--- config.mk ---
export PLATFORM = sky130hd
export DESIGN_NAME = mshr_file
export DESIGN_NICKNAME = d
export VERILOG_FILES = /design/src/rtl/mshr_pkg.sv /design/src/rtl/mshr_pick.sv /design/src/rtl/mshr_entry.sv /design/src/rtl/mshr_file.sv
export SDC_FILE = /design/constraint.sdc
export NUM_CORES = 1
export LEC_CHECK = 0
export ABC_AREA = 1
export CORE_MARGIN = 3
export CORE_UTILIZATION = 30
export CTS_BUF_LIST = sky130_fd_sc_hd__clkbuf_8 sky130_fd_sc_hd__clkbuf_16
export DETAILED_ROUTE_END_ITERATION = 6
export SYNTH_ARGS = -nofsm -noshare
export SYNTH_HDL_FRONTEND = slang
export SYNTH_SLANG_ARGS = --single-unit
export TNS_END_PERCENT = 100
--- constraint.sdc ---
create_clock -name clk -period 3.36 [get_ports clk]
set_input_delay 0.504 -clock clk [delete_from_list [all_inputs] [get_ports clk]]
set_output_delay 0.504 -clock clk [all_outputs]
set_load 0.02 [all_outputs]
--- src/rtl/mshr_pkg.sv ---
package mshr_pkg;

  typedef enum logic [1:0] {
    SLOT_IDLE  = 2'd0,
    SLOT_WAIT  = 2'd1,
    SLOT_DRAIN = 2'd2
  } slot_state_t;

endpackage

--- src/rtl/mshr_pick.sv ---
// Lowest-index priority picker: one-hot grant plus the encoded index.
module mshr_pick #(
  parameter int N  = 8,
  parameter int IW = 3
) (
  input  logic [N-1:0]  req,
  output logic [N-1:0]  grant,
  output logic [IW-1:0] idx,
  output logic          any
);

  always_comb begin
    logic found;
    grant = '0;
    idx   = '0;
    found = 1'b0;
    for (int i = 0; i < N; i++) begin
      if (req[i] && !found) begin
        grant[i] = 1'b1;
        idx      = IW'(i);
        found    = 1'b1;
      end
    end
    any = |req;
  end

endmodule

--- src/rtl/mshr_entry.sv ---
// One tracking entry: line address, ordered waiter list, drain pointer.
module mshr_entry
  import mshr_pkg::*;
#(
  parameter int LINE_W  = 26,
  parameter int TAG_W   = 8,
  parameter int WAITERS = 4
) (
  input  logic              clk,
  input  logic              rst_n,
  input  logic              alloc_i,
  input  logic              merge_i,
  input  logic              fill_i,
  input  logic              release_i,
  input  logic [LINE_W-1:0] line_i,
  input  logic [TAG_W-1:0]  tag_i,
  output logic              waiting_o,
  output logic              draining_o,
  output logic              list_full_o,
  output logic [LINE_W-1:0] line_o,
  output logic [TAG_W-1:0]  head_tag_o
);

  localparam int PW = (WAITERS > 1) ? $clog2(WAITERS) : 1;
  localparam int CW = $clog2(WAITERS + 1);

  slot_state_t             state_q;
  logic [LINE_W-1:0]       line_q;
  logic [CW-1:0]           count_q;
  logic [PW-1:0]           ptr_q;
  logic [TAG_W-1:0]        tags_q [WAITERS];
  logic                    at_last;

  // Position of the next free slot in the waiter list.
  function automatic logic [PW-1:0] slot_of(input logic [CW-1:0] n);
    return PW'(n);
  endfunction

  // The head pointer sits on the final recorded waiter.
  function automatic logic is_final(input logic [PW-1:0] p, input logic [CW-1:0] n);
    return (CW'(p) + CW'(1)) == n;
  endfunction

  assign at_last = is_final(ptr_q, count_q);

  always_ff @(posedge clk) begin
    if (!rst_n) begin
      state_q <= SLOT_IDLE;
      line_q  <= '0;
      count_q <= '0;
      ptr_q   <= '0;
    end else if (alloc_i) begin
      state_q <= SLOT_WAIT;
      line_q  <= line_i;
      count_q <= CW'(1);
      ptr_q   <= '0;
    end else begin
      if (merge_i) count_q <= count_q + CW'(1);
      if (fill_i)  state_q <= SLOT_DRAIN;
      if (release_i) begin
        if (at_last) state_q <= SLOT_IDLE;
        else         ptr_q   <= ptr_q + PW'(1);
      end
    end
  end

  always_ff @(posedge clk) begin
    if (alloc_i)      tags_q[0]                <= tag_i;
    else if (merge_i) tags_q[slot_of(count_q)] <= tag_i;
  end

  assign waiting_o   = (state_q == SLOT_WAIT);
  assign draining_o  = (state_q == SLOT_DRAIN);
  assign list_full_o = (count_q == CW'(WAITERS));
  assign line_o      = line_q;
  assign head_tag_o  = tags_q[ptr_q];

endmodule

--- src/rtl/mshr_file.sv ---
// Outstanding-miss tracker with merging, back-pressure and ordered replay.
module mshr_file #(
  parameter int NUM_ENTRIES = 8,
  parameter int NUM_WAITERS = 4,
  parameter int ADDR_W      = 32,
  parameter int OFFSET_W    = 6,
  parameter int TAG_W       = 8,
  localparam int LINE_W     = ADDR_W - OFFSET_W,
  localparam int ID_W       = (NUM_ENTRIES > 1) ? $clog2(NUM_ENTRIES) : 1
) (
  input  logic              clk,
  input  logic              rst_n,
  input  logic              miss_valid,
  input  logic [ADDR_W-1:0] miss_addr,
  input  logic [TAG_W-1:0]  miss_tag,
  output logic              miss_ready,
  output logic              fetch_valid,
  output logic [LINE_W-1:0] fetch_line,
  output logic [ID_W-1:0]   fetch_id,
  input  logic              fill_valid,
  input  logic [ID_W-1:0]   fill_id,
  output logic              replay_valid,
  output logic [TAG_W-1:0]  replay_tag,
  output logic [LINE_W-1:0] replay_line,
  output logic [ID_W-1:0]   replay_id,
  output logic              full
);

  // Byte address to line address.
  function automatic logic [LINE_W-1:0] line_of(input logic [ADDR_W-1:0] a);
    return a[ADDR_W-1:OFFSET_W];
  endfunction

  logic [LINE_W-1:0]      miss_line;
  logic [NUM_ENTRIES-1:0] waiting_vec, draining_vec, list_full_vec;
  logic [NUM_ENTRIES-1:0] match_vec, free_vec, fill_vec;
  logic [NUM_ENTRIES-1:0] alloc_grant, alloc_vec, merge_vec, release_vec;
  logic [LINE_W-1:0]      ent_line [NUM_ENTRIES];
  logic [TAG_W-1:0]       ent_tag  [NUM_ENTRIES];
  logic [ID_W-1:0]        alloc_idx, rel_idx;
  logic                   free_any, drain_any;
  logic                   any_match, match_full, accept;
  logic                   alloc_any, merge_any;

  assign miss_line = line_of(miss_addr);
  assign free_vec  = ~(waiting_vec | draining_vec);

  for (genvar g = 0; g < NUM_ENTRIES; g++) begin : g_slot
    assign match_vec[g] = waiting_vec[g] && (ent_line[g] == miss_line);
    assign fill_vec[g]  = fill_valid && (fill_id == ID_W'(g)) && waiting_vec[g];

    mshr_entry #(
      .LINE_W (LINE_W),
      .TAG_W  (TAG_W),
      .WAITERS(NUM_WAITERS)
    ) u_entry (
      .clk        (clk),
      .rst_n      (rst_n),
      .alloc_i    (alloc_vec[g]),
      .merge_i    (merge_vec[g]),
      .fill_i     (fill_vec[g]),
      .release_i  (release_vec[g]),
      .line_i     (miss_line),
      .tag_i      (miss_tag),
      .waiting_o  (waiting_vec[g]),
      .draining_o (draining_vec[g]),
      .list_full_o(list_full_vec[g]),
      .line_o     (ent_line[g]),
      .head_tag_o (ent_tag[g])
    );
  end

  mshr_pick #(.N(NUM_ENTRIES), .IW(ID_W)) u_free_pick (
    .req  (free_vec),
    .grant(alloc_grant),
    .idx  (alloc_idx),
    .any  (free_any)
  );

  mshr_pick #(.N(NUM_ENTRIES), .IW(ID_W)) u_drain_pick (
    .req  (draining_vec),
    .grant(release_vec),
    .idx  (rel_idx),
    .any  (drain_any)
  );

  assign any_match  = |match_vec;
  assign match_full = |(match_vec & list_full_vec);
  assign miss_ready = any_match ? !match_full : free_any;
  assign accept     = miss_valid && miss_ready;
  assign alloc_vec  = (accept && !any_match) ? alloc_grant : '0;
  assign merge_vec  = accept ? match_vec : '0;
  assign alloc_any  = |alloc_vec;
  assign merge_any  = |merge_vec;

  assign replay_valid = drain_any;
  assign replay_tag   = ent_tag[rel_idx];
  assign replay_line  = ent_line[rel_idx];
  assign replay_id    = rel_idx;
  assign full         = !free_any;

  always_ff @(posedge clk) begin
    if (!rst_n) begin
      fetch_valid <= 1'b0;
      fetch_line  <= '0;
      fetch_id    <= '0;
    end else begin
      fetch_valid <= alloc_any;
      if (alloc_any) begin
        fetch_line <= miss_line;
        fetch_id   <= alloc_idx;
      end
    end
  end

endmodule

# ---- After elaboration in Yosys (flattened, before gate mapping)
# Memories as Yosys holds them, arrays and structs flattened. A register that Yosys moved wholly into a read port is not among the register bits.
# Index checks and enable logic that the tools add are counted.
dict set report word_totals {
  reg_bits 294
  ramBits 256
  in_bits 47
  output_inout_bits 70
  word_cells 418
  n_memories 8
}
dict set report classes {
  n_addsub 24
  order_cmp 1
  n_eq_ne 47
  muxes 179
  n_bitwise 13
  n_reduce_logical 95
}
# name words width rd rd_ports_with_merged_regs write_ports line_no
set mem_list {}
lappend mem_list {{g_slot[0].u_entry.tags_q} 4 8 1 1 1 mshr_entry.sv:31} ;# logic [TAG_W-1:0] tags_q [WAITERS];
lappend mem_list {{g_slot[1].u_entry.tags_q} 4 8 1 1 1 mshr_entry.sv:31}
lappend mem_list {{g_slot[2].u_entry.tags_q} 4 8 1 1 1 mshr_entry.sv:31}
lappend mem_list {{g_slot[3].u_entry.tags_q} 4 8 1 1 1 mshr_entry.sv:31}
lappend mem_list {{g_slot[4].u_entry.tags_q} 4 8 1 1 1 mshr_entry.sv:31}
lappend mem_list {{g_slot[5].u_entry.tags_q} 4 8 1 1 1 mshr_entry.sv:31}
lappend mem_list {{+2 memories} - - - - - -}
# operator count
set ops {}
lappend ops {{26-bit == test} 8}
lappend ops {{2-bit 2-to-1 mux} 52}
lappend ops {{8-bit OR reduction} 13}
lappend ops {{1-bit 2-to-1 mux} 103}
lappend ops {{8-bit 2-to-1 mux} 12}
lappend ops {{26-bit binary-select mux with 3-bit select} 1}
lappend ops {{26-bit 2-to-1 mux} 2}
lappend ops {{1-bit logical AND} 40}
lappend ops {{3-bit == test, second input constant} 12}
lappend ops {{2-bit by 1-bit adder with 3-bit output, second input constant} 8}
lappend ops {{3-bit by 1-bit adder with 3-bit output, second input constant} 8}
lappend ops {{8-bit binary-select mux with 3-bit select} 1}
lappend ops {{3-bit == test} 8}
lappend ops {{3-bit 2-to-1 mux} 8}
lappend ops {{1-bit zero test} 17}
lappend ops {{2-bit by 1-bit adder with 2-bit output, second input constant} 8}
lappend ops {{2-bit by 1-bit == test with 1-bit output, second input constant} 8}
lappend ops {{2-bit == test, second input constant} 8}
lappend ops {{2-bit AND reduction} 8}
lappend ops {{2-bit nonzero test} 8}
lappend ops {{2-bit OR reduction} 8}
lappend ops {{1-bit NOT} 9}
lappend ops {{8-bit bitwise AND} 1}
lappend ops {{8-bit NOT} 1}
lappend ops {{6 further kinds} 7}

# ---- Longest topological paths before layout
dict set report depth {
  depth_word 30
  ltp_mapped 21
  ltp_nobuf 19
}

# ---- Cells and area by module
# Synthesis repeated with hierarchy kept, for this count alone.
dict set report hier_totals {
  hier_cells 3756
  area_unflattened_um2 28594.9
}
# mod instances cells_each area_per_inst_um2 seq_area_each_um2
set modules_own_cells {}
lappend modules_own_cells {{mshr_entry (g_slot[0].u_entry ...)} 7 253 2531.2 1661.6}
lappend modules_own_cells {mshr_file 1 1672 7968.9 600.6}
lappend modules_own_cells {{mshr_entry (g_slot[1].u_entry)} 1 253 2534.9 1661.6}
lappend modules_own_cells {mshr_pick 2 30 186.4 0.0}

# ---- Worst setup path after synthesis
# Ideal clock, no wire load.
dict set report synth_path {
  path_type {register -> register}
  startpoint {reg g_slot[0].u_entry.state_q[0]}
  endpoint {mem g_slot[3].u_entry.tags_q[3][0] (enable)}
  setup_ns 0.383
  arrival_time_ns 2.708
  required_time_ns 2.977
  path_slack_ns 0.269
  stages_incl_launch_ff 13
  n_path_buf 1
  synth_period_minus_slack_ns 3.091
  cell_sequence {dfxtp_1 -> inv_1 -> ha_1 -> nor2_1 -> nand3_1 -> nor2_1 -> nand3_1 -> inv_1 -> nor2_8 -> nand3_4 -> buf_4 -> nand2_1 -> nor3_1}
}
dict set report synth_between {
  elab_chain_cells 18
  word_cells_on_any_way 34
  classes_between {eq/ne (2); mux (14); bitwise (3); reduce/logical (15)}
}
# item line_no
set synth_rtl {}
lappend synth_rtl {{start: declaration} mshr_entry.sv:27} ;# slot_state_t state_q;
lappend synth_rtl {{start signal: assignment} mshr_entry.sv:48} ;# state_q <= SLOT_IDLE;
lappend synth_rtl {{start signal: assignment} mshr_entry.sv:53} ;# state_q <= SLOT_WAIT;
lappend synth_rtl {{start signal: assignment} mshr_entry.sv:59} ;# if (fill_i) state_q <= SLOT_DRAIN;
lappend synth_rtl {{2-bit by 1-bit == test with 1-bit output / 2-bit == test (equally long branches)} {mshr_entry.sv:72, mshr_entry.sv:73}}
lappend synth_rtl {{8-bit bitwise OR} mshr_file.sv:46} ;# assign free_vec = ~(waiting_vec | draining_vec);
lappend synth_rtl {{8-bit NOT} mshr_file.sv:46}
lappend synth_rtl {{1-bit 2-to-1 mux} mshr_pick.sv:18} ;# if (req[i] && !found) begin
lappend synth_rtl {{1-bit zero test} mshr_pick.sv:18}
lappend synth_rtl {{1-bit logical AND} mshr_pick.sv:18}
lappend synth_rtl {{1-bit 2-to-1 mux} mshr_pick.sv:18}
lappend synth_rtl {{1-bit zero test} mshr_pick.sv:18}
lappend synth_rtl {{[2 not listed]} -}
lappend synth_rtl {{1-bit zero test} mshr_pick.sv:18}
lappend synth_rtl {{1-bit logical AND} mshr_pick.sv:18}
lappend synth_rtl {{1-bit 2-to-1 mux} mshr_pick.sv:18}
lappend synth_rtl {{8-bit 2-to-1 mux} mshr_file.sv:91} ;# assign alloc_vec = (accept && !any_match) ? alloc_grant : '0;
lappend synth_rtl {{1-bit 2-to-1 mux} mshr_entry.sv:68} ;# if (alloc_i) tags_q[0] <= tag_i;
lappend synth_rtl {{1-bit 2-to-1 mux (implied by the code)} mshr_entry.sv:69} ;# else if (merge_i) tags_q[slot_of(count_q)] <= tag_i;
lappend synth_rtl {{8-bit OR reduction (no source line)} -}
lappend synth_rtl {{2-bit 2-to-1 mux (no source line) / 1-bit 2-to-1 mux (equally long branches)} -}
lappend synth_rtl {{end: declaration} mshr_entry.sv:31}
# Parallel ways exist; a longest one is shown, timed or not.

# ---- Worst setup path in the final report
dict set report layout_path {
  startpoint {reg g_slot[1].u_entry.state_q[0]}
  endpoint {out replay_line[25]}
}
dict set report layout_between {
  elab_chain_cells 25
  word_cells_on_any_way 31
  classes_between {eq/ne (1); mux (16); bitwise (1); reduce/logical (13)}
}
# item line_no
set layout_rtl {}
lappend layout_rtl {{start: declaration} mshr_entry.sv:27}
lappend layout_rtl {{start signal: assignment} mshr_entry.sv:48}
lappend layout_rtl {{start signal: assignment} mshr_entry.sv:53}
lappend layout_rtl {{start signal: assignment} mshr_entry.sv:59}
lappend layout_rtl {{2-bit == test *} mshr_entry.sv:73} ;# assign draining_o = (state_q == SLOT_DRAIN);
lappend layout_rtl {{1-bit logical AND *} mshr_pick.sv:18}
lappend layout_rtl {{1-bit 2-to-1 mux} mshr_pick.sv:18}
lappend layout_rtl {{1-bit zero test} mshr_pick.sv:18}
lappend layout_rtl {{1-bit logical AND} mshr_pick.sv:18}
lappend layout_rtl {{1-bit 2-to-1 mux} mshr_pick.sv:18}
lappend layout_rtl {{1-bit zero test} mshr_pick.sv:18}
lappend layout_rtl {{1-bit logical AND} mshr_pick.sv:18}
lappend layout_rtl {{[8 not listed]} -}
lappend layout_rtl {{1-bit logical AND} mshr_pick.sv:18}
lappend layout_rtl {{1-bit 2-to-1 mux} mshr_pick.sv:18}
lappend layout_rtl {{1-bit zero test} mshr_pick.sv:18}
lappend layout_rtl {{1-bit logical AND} mshr_pick.sv:18}
lappend layout_rtl {{3-bit 2-to-1 mux *} mshr_pick.sv:18}
lappend layout_rtl {{3-bit NOT with 4-bit output (implied by the code) *} mshr_file.sv:98} ;# assign replay_line = ent_line[rel_idx];
lappend layout_rtl {{26-bit binary-select mux with 3-bit select *} mshr_file.sv:98}
lappend layout_rtl {{26-bit 2-to-1 mux (implied by the code) * (2 in a row)} mshr_file.sv:98}
lappend layout_rtl {{end: declaration} mshr_file.sv:24} ;# output logic [LINE_W-1:0] replay_line,
# Mark *: on every way between the ends. The rest lies on a longest branch, timed or not. The select of a mux whose other input is x is not followed.

==> impl_metrics.tcl <==
set metrics [dict create \
    final_core_util 0.403 \
    start_util 0.304 \
    worstPathArrival_ns 3.28 \
    cts.sinks 566 \
    fin_ws_ns -0.422 \
    synth_top_family_by_area "compound AO/OA/AOI/OAI gates" \
    relSlewSlack 0.476 \
    hpwl_um 69700 \
    fp.coreArea_sq_um 92100 \
    cts_max_level 2 \
    finalHoldViolations 0 \
    hold_start "rst_n" \
    grt_use_total 0.198 \
    wl_per_cell_um 20.4 \
    path_class "reg -> out" \
    max_freq_mhz 264 \
    dr.pass1.iters 7 \
    finalCritPeriodShare 1.13 \
    grt_pass1_wl_um 147000 \
    yosysSeqAreaShare 0.497 \
    tightest_slew_ns 0.785 \
    cp.required_ns 2.86 \
    multi_input_area_sq_um 12100 \
    cts_buffers 60 \
    synth_ff_type "dfxtp_1" \
    synth_compound_area_frac 0.189 \
    clock_path_buffers 3 \
    dieWidth_um 311 \
    hold_end "g_slot[6].u_entry.line_o[12]" \
    vias 25400 \
    synth_xor_area_frac 0.0263 \
    nNetsFinal 3803 \
    clock_latency_ns 0.65 \
    gp_congestion 0.957 \
    p_per_area_nw_per_um2 417 \
    drcViolationCount 0 \
    synth-simple-area-share 0.162 \
    whs_ns 0.235 \
    reg2reg_depth 21 \
    min_period_ns 3.78 \
    final-setup-viol-count 36 \
    rsz0062_at_grt "true" \
    die_area_sq_um 97000 \
    wirelength_um 102000 \
    fill_cells 9039 \
    drt_iter0_markers 2893 \
    critPathCaptureType "output pin" \
    holdPathStages 3 \
    antenna_found_initial 3 \
    synthAdderAreaFrac 0.0179 \
    leakagePower_uw 0.0141 \
    synthDistinctLibCells 54 \
    skew_ns 0.0322 \
    finalNonFillerCells 5009 \
    synth_nets 3407 \
    area_growth_pct 32.5 \
    via_per_inst 5.08 \
    register_area_sq_um 13900 \
    antenna_left 0 \
    synthMuxAreaShare 0.0114 \
    crit_fanout 4 \
    path_clk_slew_ns 0.07 \
    synth.ff_latch_count 566 \
    tritoncts "yes" \
    die_h_um 311 \
    hp-class "in -> reg" \
    grt_max_degree 92 \
    timing.rr.end "g_slot[6].u_entry.tags_q[0][6]" \
    synth-edff-count 256 \
    synth_area_sq_um 28000 \
    grt_pass1_vias 23000 \
    status "finished, violations left" \
    slew_viol_final 0 \
    drive_gt1_frac 0.214 \
    cp-start-kind "flop" \
    dp_cells 4783 \
    reg2reg_from "g_slot[0].u_entry.state_q[1]" \
    postCtsHoldBufs 0 \
    async_reset_ff_frac 0 \
    r2r_setup_slack_ns 0.23 \
    io_pins 117 \
    overflow 0 \
    placementRows 111 \
    violations "setup timing" \
    io_buffers 110 \
    netlist_instances 3320 \
    drv_cap 0 \
    syn_avg_cell_area_sq_um 8.43 \
    vdd_ir_drop_max_uv 391 \
    cts-root-buf "clkbuf_16" \
    ys_warn_count 0 \
]
-- logic make-up (layout without fill, tap and decap cells) --
| family | Yosys count | after routing |
|---|---|---|
| and+or+nand+nor | 1056 | 1056 |
| AOI/OAI and AO/OA | 951 | 951 |
| buffers and inverters | 591 | 1035 |
| DFF | 566 | 566 |
| xor gates and xnor gates | 84 | 84 |
| adders and majority gates | 40 | 40 |
| muxes | 32 | 32 |
| other | 0 | 2 |
-- flip-flops by register name, indices dropped and copies added (netlist names), named ones only --
signal / count
g_slot.u_entry.line_o: 208
g_slot.u_entry.tags_q: 256
fetch_line: 26
g_slot.u_entry.count_q: 24
fetch_valid: 1
fetch_id: 3
g_slot.u_entry.state_q: 16
g_slot.u_entry.ptr_q: 16
-- per-stage QoR --
step                instance area, sq um  total power, uW  setup TNS, ns  setup slack (ns)
floorplan                          28000             8200              0             0.269
global route                       37100            15900         -17.76            -0.575
detailed placement                 32400             8940        -129.85            -0.435
global placement                   32400             8930        -115.73            -0.419
finish                             37100            15500         -11.95            -0.422
CTS                                36000            15500         -13.26            -0.492
-- cell type report --
type                    count  share of cell area
diodes                      2            0.000135
clock buffers              66              0.0427
clock inverters            44             0.00861
inverters                 372              0.0381
multi-input cells        2163               0.326
flip-flops and latches    566               0.375
well taps                1243              0.0420
repair buffers            553               0.168
-- layout by cell type, fill, tap and decap left out, types with 15 or more instances in the layout --
cell type / Yosys / routed
nand2_1: 600 / 588
inv_1: 341 / 349
a21oi_1: 377 / 329
dfxtp_1: 310 / 306
o21ai_0: 366 / 298
buf_4: 49 / 298
edfxtp_1: 256 / 256
nor2_1: 238 / 215
o21ai_1: 41 / 101
nand3_1: 92 / 86
buf_12: 0 / 76
clkbuf_16: 0 / 73
xnor2_1: 71 / 67
clkdlybuf4s50_1: 0 / 66
a21oi_2: 17 / 62
buf_6: 34 / 56
nand4_1: 43 / 43
ha_1: 40 / 33
inv_2: 27 / 32
mux2i_1: 32 / 32
o211ai_1: 32 / 32
nor3_1: 27 / 25
o21a_1: 34 / 23
o221ai_1: 32 / 20
nand2_2: 10 / 19
o32ai_1: 16 / 16
a32oi_1: 16 / 16
buf_16: 0 / 16
buf_8: 0 / 15
-- per-layer routing --
metal,routed length (um),track usage
met1,44000,0.279
met2,45100,0.305
met3,8850,0.0333
met4,4220,0.0747
met5,0,0
-- worst max-delay path, cell delays in order (launching register included) --
cell,delay [ns]
dfxtp_2,0.33
inv_2,0.05
ha_4,0.16
nor2_4,0.11
inv_2,0.06
nor3_4,0.14
inv_2,0.08
nor4_4,0.25
nand2_2,0.16
nand4_4,0.17
buf_8,0.15
buf_12,0.13
buf_12,0.12
buf_6,0.09
a21oi_1,0.03
o21ai_1,0.07
nand3_1,0.11
o21a_1,0.16
buf_12,0.15
buf_8,0.12
-- what timing repair did --
action,4_1_cts,5_1_grt
pin swaps,34,71
buffers inserted,62,30
gates cloned,18,13
endpoints found under the setup margin,39,215
resized for setup,291,212
-- cells in the mapped netlist, types with 3 or more instances --
cell type  instances  share of area
nand2_1          600          0.081
nand3_4            6         0.0038
ha_1              40          0.018
nor3b_1            6         0.0016
clkinv_2           3        0.00054
o221ai_1          32          0.010
edfxtp_1         256           0.27
clkbuf_1          91          0.012
nand4_1           43         0.0096
nor2_1           238          0.032
clkbuf_2           3        0.00054
a21oi_2           17         0.0053
or2_2              7         0.0016
o32ai_1           16         0.0050
buf_6             34          0.014
xnor2_1           71          0.022
xor2_1            13         0.0041
mux2i_1           32          0.011
nand2_2           10         0.0022
buf_2             34         0.0061
o211ai_1          32         0.0086
nor2_4             3         0.0012
o21ai_1           41         0.0073
a31oi_1            4        0.00089
inv_1            341          0.046
a21boi_0           3        0.00080
dfxtp_1          310           0.22
nor3_1            27         0.0048
a21oi_1          377          0.067
buf_1              8         0.0011
buf_4             49          0.013
or3_1              5         0.0011
o21ai_0          366          0.065
nand3_1           92          0.016
nand3_2            4         0.0014
o21bai_1           8         0.0021
a32oi_1           16         0.0050
inv_2             27         0.0036
o21a_1            34         0.0091
-- where the power goes --
group	switching [uW]	internal [uW]
registers	68.7	7290
clock network	2880	3670
logic	936	628
total	3880	11600
-- worst max-delay path by stage --
stage	cells past startpoint	to	startpoint	slack [ns]
floorplan	12	g_slot[3].u_entry.tags_q[3][0]	g_slot[0].u_entry.state_q[0]	0.27
global placement	18	g_slot[0].u_entry.tags_q[0][2]	miss_addr[25]	-0.42
detailed placement	18	g_slot[0].u_entry.tags_q[0][2]	miss_addr[25]	-0.44
CTS	16	replay_tag[5]	g_slot[0].u_entry.state_q[0]	-0.49
global route	17	replay_tag[1]	g_slot[1].u_entry.state_q[0]	-0.58
finish	19	replay_line[25]	g_slot[1].u_entry.state_q[0]	-0.42
No activity file was read; power rests on OpenSTA's default activity.
